==> src/rtl/smbt_pkg.sv <==
package smbt_pkg;

    typedef enum logic [2:0] {
        ST_IDLE,
        ST_ADDR,
        ST_ACK,
        ST_RX,
        ST_TX,
        ST_TX_ACK,
        ST_TX_NEXT,
        ST_WAIT
    } smbt_state_e;

    localparam int unsigned ADDR_W = 7;
    localparam int unsigned BYTE_W = 8;
    localparam int unsigned BIT_CNT_W = $clog2(BYTE_W);

    localparam logic [ADDR_W-1:0] ALERT_RESP_ADDR = 7'b0001100;

endpackage

==> src/rtl/smbt_sync.sv <==
module smbt_sync #(
    parameter int unsigned LINES = 2
) (
    input  logic             clk,
    input  logic             rst_n,
    input  logic [LINES-1:0] line_i,
    output logic [LINES-1:0] line_s,
    output logic [LINES-1:0] line_prev
);

    // Idle bus level is high, so every stage resets to 1.
    for (genvar g = 0; g < LINES; g++) begin : g_line
        logic meta_q;
        logic sync_q;
        logic prev_q;

        always_ff @(posedge clk or negedge rst_n) begin
            if (!rst_n) begin
                meta_q <= 1'b1;
                sync_q <= 1'b1;
                prev_q <= 1'b1;
            end else begin
                meta_q <= line_i[g];
                sync_q <= meta_q;
                prev_q <= sync_q;
            end
        end

        assign line_s[g]    = sync_q;
        assign line_prev[g] = prev_q;
    end

endmodule

==> src/rtl/smbt_span.sv <==
module smbt_span #(
    parameter int unsigned LIMIT = 1000
) (
    input  logic clk,
    input  logic rst_n,
    input  logic run,
    output logic hit
);

    localparam int unsigned CW = $clog2(LIMIT + 1);
    localparam logic [CW-1:0] SAT  = CW'(LIMIT);
    localparam logic [CW-1:0] LAST = CW'(LIMIT - 1);

    logic [CW-1:0] cnt_q;

    // Counts consecutive cycles with run high; saturates so hit fires once.
    always_ff @(posedge clk or negedge rst_n) begin
        if (!rst_n) begin
            cnt_q <= '0;
        end else if (!run) begin
            cnt_q <= '0;
        end else if (cnt_q != SAT) begin
            cnt_q <= cnt_q + 1'b1;
        end
    end

    assign hit = run && (cnt_q == LAST);

endmodule

==> src/rtl/smbt_fsm.sv <==
module smbt_fsm
    import smbt_pkg::*;
(
    input  logic              clk,
    input  logic              rst_n,
    input  logic              sda_s,
    input  logic              scl_rise,
    input  logic              scl_fall,
    input  logic              start_det,
    input  logic              abort,
    input  logic [ADDR_W-1:0] own_addr,
    input  logic              alert,
    input  logic [BYTE_W-1:0] tx_byte,
    output logic              sda_pull,
    output logic              rx_valid,
    output logic [BYTE_W-1:0] rx_byte,
    output logic              addr_match
);

    smbt_state_e           state_q, state_d;
    logic [BIT_CNT_W-1:0]  bitcnt_q;
    logic [BYTE_W-1:0]     sr_q;
    logic [BYTE_W-1:0]     tx_q;
    logic                  ack_on_q;
    logic                  rnw_q;
    logic                  match_q;
    logic                  rxv_q;
    logic [BYTE_W-1:0]     rxb_q;

    logic [BYTE_W-1:0]     in_byte;
    logic                  last_bit;
    logic                  addr_hit;

    assign in_byte  = {sr_q[BYTE_W-2:0], sda_s};
    assign last_bit = (bitcnt_q == BIT_CNT_W'(BYTE_W - 1));
    assign addr_hit = (in_byte[BYTE_W-1:1] == own_addr) ||
                      ((in_byte[BYTE_W-1:1] == ALERT_RESP_ADDR) && alert);

    // Next-state decision
    always_comb begin
        state_d = state_q;
        if (abort) begin
            state_d = ST_IDLE;
        end else if (start_det) begin
            state_d = ST_ADDR;
        end else begin
            unique case (state_q)
                ST_IDLE:    state_d = ST_IDLE;
                ST_ADDR:    if (scl_rise && last_bit) state_d = addr_hit ? ST_ACK : ST_WAIT;
                ST_ACK:     if (scl_fall && ack_on_q) state_d = rnw_q ? ST_TX : ST_RX;
                ST_RX:      if (scl_rise && last_bit) state_d = ST_ACK;
                ST_TX:      if (scl_rise && last_bit) state_d = ST_TX_ACK;
                ST_TX_ACK:  if (scl_rise && ack_on_q) state_d = sda_s ? ST_WAIT : ST_TX_NEXT;
                ST_TX_NEXT: if (scl_fall) state_d = ST_TX;
                ST_WAIT:    state_d = ST_WAIT;
                default:    state_d = ST_IDLE;
            endcase
        end
    end

    // State register
    always_ff @(posedge clk or negedge rst_n) begin
        if (!rst_n) state_q <= ST_IDLE;
        else        state_q <= state_d;
    end

    // Shift registers, bit counter and slot flags
    always_ff @(posedge clk or negedge rst_n) begin
        if (!rst_n) begin
            bitcnt_q <= '0;
            sr_q     <= '0;
            tx_q     <= '0;
            ack_on_q <= 1'b0;
            rnw_q    <= 1'b0;
            match_q  <= 1'b0;
            rxv_q    <= 1'b0;
            rxb_q    <= '0;
        end else begin
            rxv_q <= 1'b0;
            if (abort) begin
                match_q  <= 1'b0;
                ack_on_q <= 1'b0;
                bitcnt_q <= '0;
            end else if (start_det) begin
                match_q  <= 1'b0;
                ack_on_q <= 1'b0;
                rnw_q    <= 1'b0;
                bitcnt_q <= '0;
            end else begin
                unique case (state_q)
                    ST_ADDR: begin
                        if (scl_rise) begin
                            sr_q     <= in_byte;
                            bitcnt_q <= bitcnt_q + 1'b1;
                            if (last_bit) begin
                                rnw_q    <= sda_s;
                                match_q  <= addr_hit;
                                ack_on_q <= 1'b0;
                            end
                        end
                    end
                    ST_ACK: begin
                        if (scl_fall) begin
                            if (!ack_on_q) begin
                                ack_on_q <= 1'b1;
                            end else begin
                                ack_on_q <= 1'b0;
                                bitcnt_q <= '0;
                                if (rnw_q) tx_q <= tx_byte;
                            end
                        end
                    end
                    ST_RX: begin
                        if (scl_rise) begin
                            sr_q     <= in_byte;
                            bitcnt_q <= bitcnt_q + 1'b1;
                            if (last_bit) begin
                                rxv_q    <= 1'b1;
                                rxb_q    <= in_byte;
                                ack_on_q <= 1'b0;
                            end
                        end
                    end
                    ST_TX: begin
                        if (scl_rise) begin
                            bitcnt_q <= bitcnt_q + 1'b1;
                            if (last_bit) ack_on_q <= 1'b0;
                        end
                        if (scl_fall) tx_q <= {tx_q[BYTE_W-2:0], 1'b0};
                    end
                    ST_TX_ACK: begin
                        if (scl_fall && !ack_on_q) ack_on_q <= 1'b1;
                    end
                    ST_TX_NEXT: begin
                        if (scl_fall) begin
                            tx_q     <= tx_byte;
                            bitcnt_q <= '0;
                        end
                    end
                    default: begin
                    end
                endcase
            end
        end
    end

    // Outputs
    always_comb begin
        sda_pull = 1'b0;
        unique case (state_q)
            ST_ACK:    sda_pull = ack_on_q;
            ST_TX:     sda_pull = ~tx_q[BYTE_W-1];
            ST_TX_ACK: sda_pull = ~ack_on_q & ~tx_q[BYTE_W-1];
            default:   sda_pull = 1'b0;
        endcase
    end

    assign rx_valid   = rxv_q;
    assign rx_byte    = rxb_q;
    assign addr_match = match_q;

endmodule

==> src/rtl/smbt_target.sv <==
module smbt_target
    import smbt_pkg::*;
#(
    parameter int unsigned LOW_TO_CYCLES = 1_500_000,
    parameter int unsigned IDLE_CYCLES   = 7_500
) (
    input  logic              clk,
    input  logic              rst_n,
    input  logic              scl_i,
    input  logic              sda_i,
    output logic              sda_pull_o,
    input  logic [ADDR_W-1:0] own_addr_i,
    input  logic              alert_i,
    input  logic              timeout_dis_i,
    input  logic [BYTE_W-1:0] tx_byte_i,
    output logic              rx_valid_o,
    output logic [BYTE_W-1:0] rx_byte_o,
    output logic              addr_match_o
);

    localparam int unsigned SCL_IDX = 0;
    localparam int unsigned SDA_IDX = 1;

    logic [1:0] line_s;
    logic [1:0] line_prev;
    logic       scl_s, sda_s, scl_p, sda_p;
    logic       scl_rise, scl_fall, start_det, stop_det;
    logic       to_evt, idle_evt, abort;

    smbt_sync #(.LINES(2)) sync_i (
        .clk      (clk),
        .rst_n    (rst_n),
        .line_i   ({sda_i, scl_i}),
        .line_s   (line_s),
        .line_prev(line_prev)
    );

    assign scl_s = line_s[SCL_IDX];
    assign sda_s = line_s[SDA_IDX];
    assign scl_p = line_prev[SCL_IDX];
    assign sda_p = line_prev[SDA_IDX];

    assign scl_rise  = scl_s & ~scl_p;
    assign scl_fall  = ~scl_s & scl_p;
    assign start_det = scl_s & scl_p & sda_p & ~sda_s;
    assign stop_det  = scl_s & scl_p & ~sda_p & sda_s;

    smbt_span #(.LIMIT(LOW_TO_CYCLES)) low_span_i (
        .clk  (clk),
        .rst_n(rst_n),
        .run  (~scl_s & ~timeout_dis_i),
        .hit  (to_evt)
    );

    smbt_span #(.LIMIT(IDLE_CYCLES)) idle_span_i (
        .clk  (clk),
        .rst_n(rst_n),
        .run  (scl_s & sda_s),
        .hit  (idle_evt)
    );

    assign abort = stop_det | to_evt | idle_evt;

    smbt_fsm fsm_i (
        .clk       (clk),
        .rst_n     (rst_n),
        .sda_s     (sda_s),
        .scl_rise  (scl_rise),
        .scl_fall  (scl_fall),
        .start_det (start_det),
        .abort     (abort),
        .own_addr  (own_addr_i),
        .alert     (alert_i),
        .tx_byte   (tx_byte_i),
        .sda_pull  (sda_pull_o),
        .rx_valid  (rx_valid_o),
        .rx_byte   (rx_byte_o),
        .addr_match(addr_match_o)
    );

endmodule

==> config.mk <==
export PLATFORM = sky130hd
export DESIGN_NAME = smbt_target
export DESIGN_NICKNAME = d
export VERILOG_FILES = /design/src/rtl/smbt_pkg.sv /design/src/rtl/smbt_sync.sv /design/src/rtl/smbt_span.sv /design/src/rtl/smbt_fsm.sv /design/src/rtl/smbt_target.sv
export SDC_FILE = /design/constraint.sdc
export NUM_CORES = 1
export LEC_CHECK = 0
export BUFFER_PORTS_ARGS = -buffer_cell sky130_fd_sc_hd__buf_2
export CAP_MARGIN = 20
export CORE_UTILIZATION = 50
export CTS_CLUSTER_SIZE = 14
export DETAILED_ROUTE_END_ITERATION = 10
export HOLD_SLACK_MARGIN = 0.05
export PLACE_DENSITY = 0.74
export SYNTH_ARGS = -nofsm -noshare
export SYNTH_HDL_FRONTEND = slang
export SYNTH_HIERARCHICAL = 1
export SYNTH_SLANG_ARGS = --single-unit
==> constraint.sdc <==
create_clock -name clk -period 7.19 [get_ports clk]
set_input_delay 0.3595 -clock clk [delete_from_list [all_inputs] [get_ports clk]]
set_output_delay 0.3595 -clock clk [all_outputs]
set_load 0.01 [all_outputs]
Word level (Yosys, flattened, before mapping)
Index checks and enable logic that the tools add are counted.
{ "word_totals": {"register_bits": 73, "in_bits": 21, "output_inout_bits": 11, "wordCells": 154} }
{ "classes": {"n_addsub": 3, "n_eq_ne": 32, "muxes": 52, "bitwise_logic": 21, "reduce_logical": 29} }
{ "ops": {"columns": ["operator", "n"], "rows": [
  ["3-bit two-way mux", 16],
  ["21-bit two-way mux", 2],
  ["8-bit two-way mux", 5],
  ["4-bit by 2-bit != test with 1-bit output, second input constant", 9],
  ["13-bit two-way mux", 2],
  ["3-bit one-hot mux with 8 select lines", 1],
  ["8-bit one-hot mux with 3 select lines", 1],
  ["1-bit two-way mux", 22],
  ["21-bit by 1-bit adder with 21-bit output, second input constant", 1],
  ["21-bit equality test, second input constant", 1],
  ["21-bit != test, second input constant", 1],
  ["3-bit equality test, second input constant", 5],
  ["5-bit AND reduction", 3],
  ["13-bit by 1-bit adder with 13-bit output, second input constant", 1],
  ["13-bit equality test, second input constant", 1],
  ["13-bit != test, second input constant", 1],
  ["3-bit nonzero test", 4],
  ["1-bit AND", 10],
  ["2-bit by 1-bit != test with 1-bit output, second input constant", 5],
  ["5-bit nonzero test", 2],
  ["1-bit inverter", 9],
  ["3-bit one-hot mux with 3 select lines", 1],
  ["4-bit by 1-bit != test with 1-bit output, second input constant", 2],
  ["4-bit AND reduction", 2],
  ["other kinds (18)", 30]
]} }

Logic depth before layout (Yosys ltp)
{ "logic_depth": {"depth_word": 8, "mapped_depth": 11, "depth_no_buf": 8} }

Hierarchy
The synthesis kept the hierarchy.
{ "by_module_without_submodules": {"columns": ["mod", "instances", "cells_each", "area_per_inst_um2", "seq_area_each_um2"], "rows": [
  ["smbt_fsm", 1, 171, 1839.3, 825.8],
  ["smbt_span (low_span_i)", 1, 125, 1167.4, 525.5],
  ["smbt_span (idle_span_i)", 1, 75, 733.2, 325.3],
  ["smbt_sync", 1, 10, 187.7, 157.7],
  ["smbt_target", 1, 8, 48.8, 0.0]
]} }

Worst setup path after synthesis
Ideal clock, no wire load.
{ "synth_path": {"path_type": "register to register", "start": "reg low_span_i.cnt_q[10]", "end": "reg fsm_i.rxb_q[0], in the netlist fsm_i/rx_byte[0]", "setup_time_ps": 125, "arrival_time_ps": 2668, "required_time_ps": 7065, "path_slack_ps": 4397, "stages_incl_launch_ff": 10, "cell_sequence": "dfrtp_1 -> or4_1 -> or4_4 -> nor3_1 -> a311o_1 -> or2_2 -> nor2_8 -> and3_4 -> buf_12 -> mux2_4"} }
{ "synth_between": {"elab_chain_cells": 6} }
{ "synth_rtl": {"columns": ["element", "line", "source"], "rows": [
  ["from (decl)", "smbt_span.sv:14", "logic [CW-1:0] cnt_q;"],
  ["from (signal assigned)", "smbt_span.sv:23", "cnt_q <= cnt_q + 1'b1;"],
  ["21-bit equality test", "smbt_span.sv:27", "assign hit = run && (cnt_q == LAST);"],
  ["1-bit logical AND", "smbt_span.sv:27", null],
  ["named net to_evt", "smbt_target.sv:28", "logic to_evt, idle_evt, abort;"],
  ["1-bit bitwise OR (2 in a row)", "smbt_target.sv:62", "assign abort = stop_det | to_evt | idle_evt;"],
  ["named net abort", "smbt_target.sv:28", null],
  ["1-bit inverter (no line)", null, null],
  ["5-bit AND reduction (no line)", null, null],
  ["to (signal assigned)", "smbt_fsm.sv:119", "rxb_q <= in_byte;"],
  ["to (decl)", "smbt_fsm.sv:28", "logic [BYTE_W-1:0] rxb_q;"]
]} }
The timed path passes the listed nets, and every way through them passes these cells.
A chain may end at the register's enable or synchronous reset.

Worst setup path in the final report
{ "layout_path": {"start": "reg low_span_i.cnt_q[7]", "end": "reg fsm_i.rxb_q[0], in the netlist fsm_i/rx_byte[0]"} }
The elaborated chain is that of the path after synthesis.

==> results.md <==
- The placeable core region is 0.007727 mm².
- The number of max-slew violations in the final report came to 0.
- The clock latency on the worst-skew pair is 0.35 ns.
- The total power is 1.152 mW.
- The clock transition at the registers of the reported paths is 0.08 ns.
- Setup repair after global routing left no endpoint under its margin.
- The H-tree was split into 3 levels.
- The post-CTS repair timing setup buffer count is 0.
- The relative area change from synthesis to final layout is 9.975%.
- The wire-length estimate of the detail-placed layout is 4898 µm.
- The via count of the first global-routing pass is 2693.
- The total area of sequential cells is 0.001834 mm².
- Entering global routing, the biggest net connects 74 pins.
- The number of hold buffers added after cts is 0.
- The number of buffers created by CTS is 9.
- STA classifies the critical path startpoint as a flop.
- The initial antenna violation count is 0.
- TritonCTS built the clock tree.
- The global-route wire length before repair is 12630 µm.
- For this run, the detailed router's first-pass iteration total came to 4.
- Cells with a size suffix above 1 make up 20.57% of the layout.
- Synthesis inferred 73 register bits.
- The quantity of gates resized following cts is 0.
- In this run the mean area of a mapped cell was 10.22 µm².
- The flow ran to the end, and the final reports show no timing, DRC or antenna violations.
- For this run, the leading register cell type out of synthesis is sky130_fd_sc_hd__dfrtp_1.
- The async set-or-reset flop fraction in the synthesized netlist is 100.0%.
- During synthesis, Yosys emitted a total of 6 warnings.
- The total overflow left after global routing is 0.
- The post-route clock skew is 0.008458 ns.
- After detailed routing, the total wire length is 7238 µm.
- For this run, the total global-route usage over all layers was measured as 19.13%.
- In the post-synthesis netlist, the biggest area contributors are sky130_fd_sc_hd__dfrtp_1 (42%), sky130_fd_sc_hd__mux2i_1 (4.0%), sky130_fd_sc_hd__dfstp_2 (4.0%).
- The arrival time of the worst setup path is 3.19 ns.
- In this run the vertical extent of the chip is 91.18 µm.
- The average detailed-routed wire length per instance is 13.92 µm.
- Leaving out fill and tap cells, the most frequent cell in the layout is sky130_fd_sc_hd__dfrtp_1.
- The category of the critical setup timing path is reg2reg.
- The root buffer cell chosen for the clock tree is sky130_fd_sc_hd__clkbuf_8.
- For this run, the top clock speed supported by timing is 338.9 MHz.
- The number of antenna cells inserted is 0.
- The cell count after synthesis is 389.
- For this design the ratio of total power to cell area is 263.5 mW/mm².
- The final-report setup violation count is 0.
- Across the run, the number of max-cap violations was 0.
- The min-delay analysis places its worst path in the category in2reg.
- The count of antenna-violating nets left after detailed routing is 0.
- The worst-margin pin slew is 0.8930 ns.
- The number of DRC markers in iteration 0 is 124.
- The number of port buffers is 31.
- The largest area contributor in the synthesized netlist is sky130_fd_sc_hd__dfrtp_1.
- The type of element capturing the critical path is a flop.
- The congestion estimate from routability-driven global placement came to 0.9028.
- Counting I/O delays and the setup requirement, the final critical path takes 2.951 ns.
- The count of cell types in the netlist is 59.
- The footprint of the multi-input gates is 0.001966 mm².
- During I/O placement, the number of pins put on the boundary was 32.
- The routed via count divided by cell count is 5.673.
- The portion of the clock cycle consumed by the worst path in the final layout is 41.04%.
- The critical path's slowest cell is sky130_fd_sc_hd__or4_4.
- The library cells used most frequently in the layout, excluding fill and tap cells, are sky130_fd_sc_hd__dfrtp_1 (67), sky130_fd_sc_hd__nand2_1 (40), sky130_fd_sc_hd__buf_2 (31), sky130_fd_sc_hd__o21ai_0 (21), sky130_fd_sc_hd__nor2_1 (19).
- The floorplan die area is 0.008313 mm².
- The synthesized netlist occupies a cell area of 0.003976 mm².
- Traced cell by cell, the critical path runs through or4_1, or4_4, nor3_1, a311o_1, or2_2, nor2_8, and3_4, mux2_4.
- The initialized floorplan defines 32 standard-cell rows.
- The leakage power of the design is 1.827 nW.
- The net count of the mapped netlist is 416.
- No sink is reached through more buffers than the 2 on the longest clock path.
- The die is 91.18 µm wide.
- Headroom to the max-slew limit came out at 40.47%.
- After synthesis, flip-flops and latches occupy 46.13% of the total area.
- The starting density of the core is 51.46%.
- The routed via count is 2950.
- The final hold violation count is 0.
- For this run, design rule violations remaining after detail routing come to 0.
- The highest fanout seen on the critical path is 9.
- The count of flip-flops with a built-in enable after synthesis is 0.
- For this run, the post-layout net count is 440.
- The sink count of the clock tree is 73.
- After filler insertion, the fill cell instance count of the layout stands at 662.
- The setup TNS is 0 ns.
- The critical path required time is 7.43 ns.
- The delay of the slowest critical-path stage is 0.55 ns.
- The worst-case IR drop observed on VDD is 0.1318 mV.
- The proportion of netlist area held by the largest area contributor is 42.16%.
==> flip-flops by register name, indices dropped and copies added (netlist names), 2 cells and up <==
register / count
low_span_i/cnt_q: 21
idle_span_i/cnt_q: 13
fsm_i/rx_byte: 8
fsm_i/tx_q: 8
fsm_i/sr_q: 7
fsm_i/bitcnt_q: 3
fsm_i/state_q: 3
sync_i/g_line.meta_q: 2
sync_i/g_line.prev_q: 2
sync_i/g_line.sync_q: 2
==> critical path: cells and delay by family (launching register included) <==
| family | cells | cell delay [ns] |
|---|---|---|
| compound gates | 1 | 0.24 |
| flops | 1 | 0.44 |
| mux | 1 | 0.31 |
| simple gates | 6 | 1.86 |
==> worst paths after layout <==
kind                            slack, ns                                end                              start  cells past startpoint
worst max-delay path                 4.24       fsm_i/rx_byte[0]$_DFFE_PN0P_    low_span_i/cnt_q[7]$_DFFE_PN0P_                      8
worst min-delay path                 0.10  sync_i/g_line[0].meta_q$_DFF_PN1_                              scl_i                      1
worst max register to register       4.24       fsm_i/rx_byte[0]$_DFFE_PN0P_    low_span_i/cnt_q[7]$_DFFE_PN0P_                      8
worst min register to register       0.36  sync_i/g_line[0].sync_q$_DFF_PN1_  sync_i/g_line[0].meta_q$_DFF_PN1_                      0
max in group asynchronous            6.40    low_span_i/cnt_q[2]$_DFFE_PN0P_                              rst_n                      2
min in group asynchronous            0.20          fsm_i/tx_q[1]$_DFFE_PN0P_                              rst_n                      2
==> Yosys cell counts (all sizes together) (4+ instances only) <==
cell type  number
a21boi          5
a21oi          13
and2            6
buf            12
clkbuf          8
dfrtp          67
dfstp           6
ha              6
inv            15
mux2           15
mux2i          16
nand2          41
nand2b         10
nand3          18
nand4          11
nor2           21
nor2b           6
nor3            8
nor4           10
o211ai          4
o21a            4
o21ai          21
o31ai           4
or3             5
or4             5
xnor2           9
xor2           14
==> final cells by class <==
class / count / share of cell area [%]
Sequential cell: 73 / 41.95
Tap cell: 102 / 2.918
Timing Repair Buffer: 33 / 3.891
Inverter: 15 / 1.288
Multi-Input combinational cell: 281 / 44.95
Clock buffer: 9 / 2.833
Clock inverter: 7 / 2.175
==> report_power, final <==
group | internal [mW] | switching (mW)
registers | 0.466 | 0.0896
clock network | 0.195 | 0.160
logic | 0.120 | 0.121
==> metal layers <==
metal	routed length, µm	global-route usage [%]	vias up
met5	0	0	-
met4	150	9.656	0
met3	249	3.769	13
met2	3422	29.48	71
met1	3415	25.68	1423
li1	-	-	1443
==> cell families after synthesis <==
kind of cell             Yosys count  share of synthesized area [%]
AND/OR/NAND/NOR                  156                          23.16
flip-flops                        73                          46.13
AO/OA/AOI/OAI                     65                          10.29
buffers and inverters             35                          4.437
multiplexers                      31                          9.031
XOR/XNOR                          23                          5.066
adder cells (fa/ha/maj)            6                          1.888
==> metrics by stage <==
stage                     cell area (µm²)  hold slack, ns  utilization, %  setup slack, ns  cells
final                                4373          0.1018           56.59            4.239    520
after global routing                 4373         0.07223           56.59            4.057    520
after CTS                            4373         0.08644           56.59            4.234    520
after detailed placement             4154          0.3469           53.76            4.270    504
after global placement               4154          0.3460           53.76            4.319    504
after floorplan                      3976         0.06391               -            4.397    389
(Power assumes the default switching activity.)
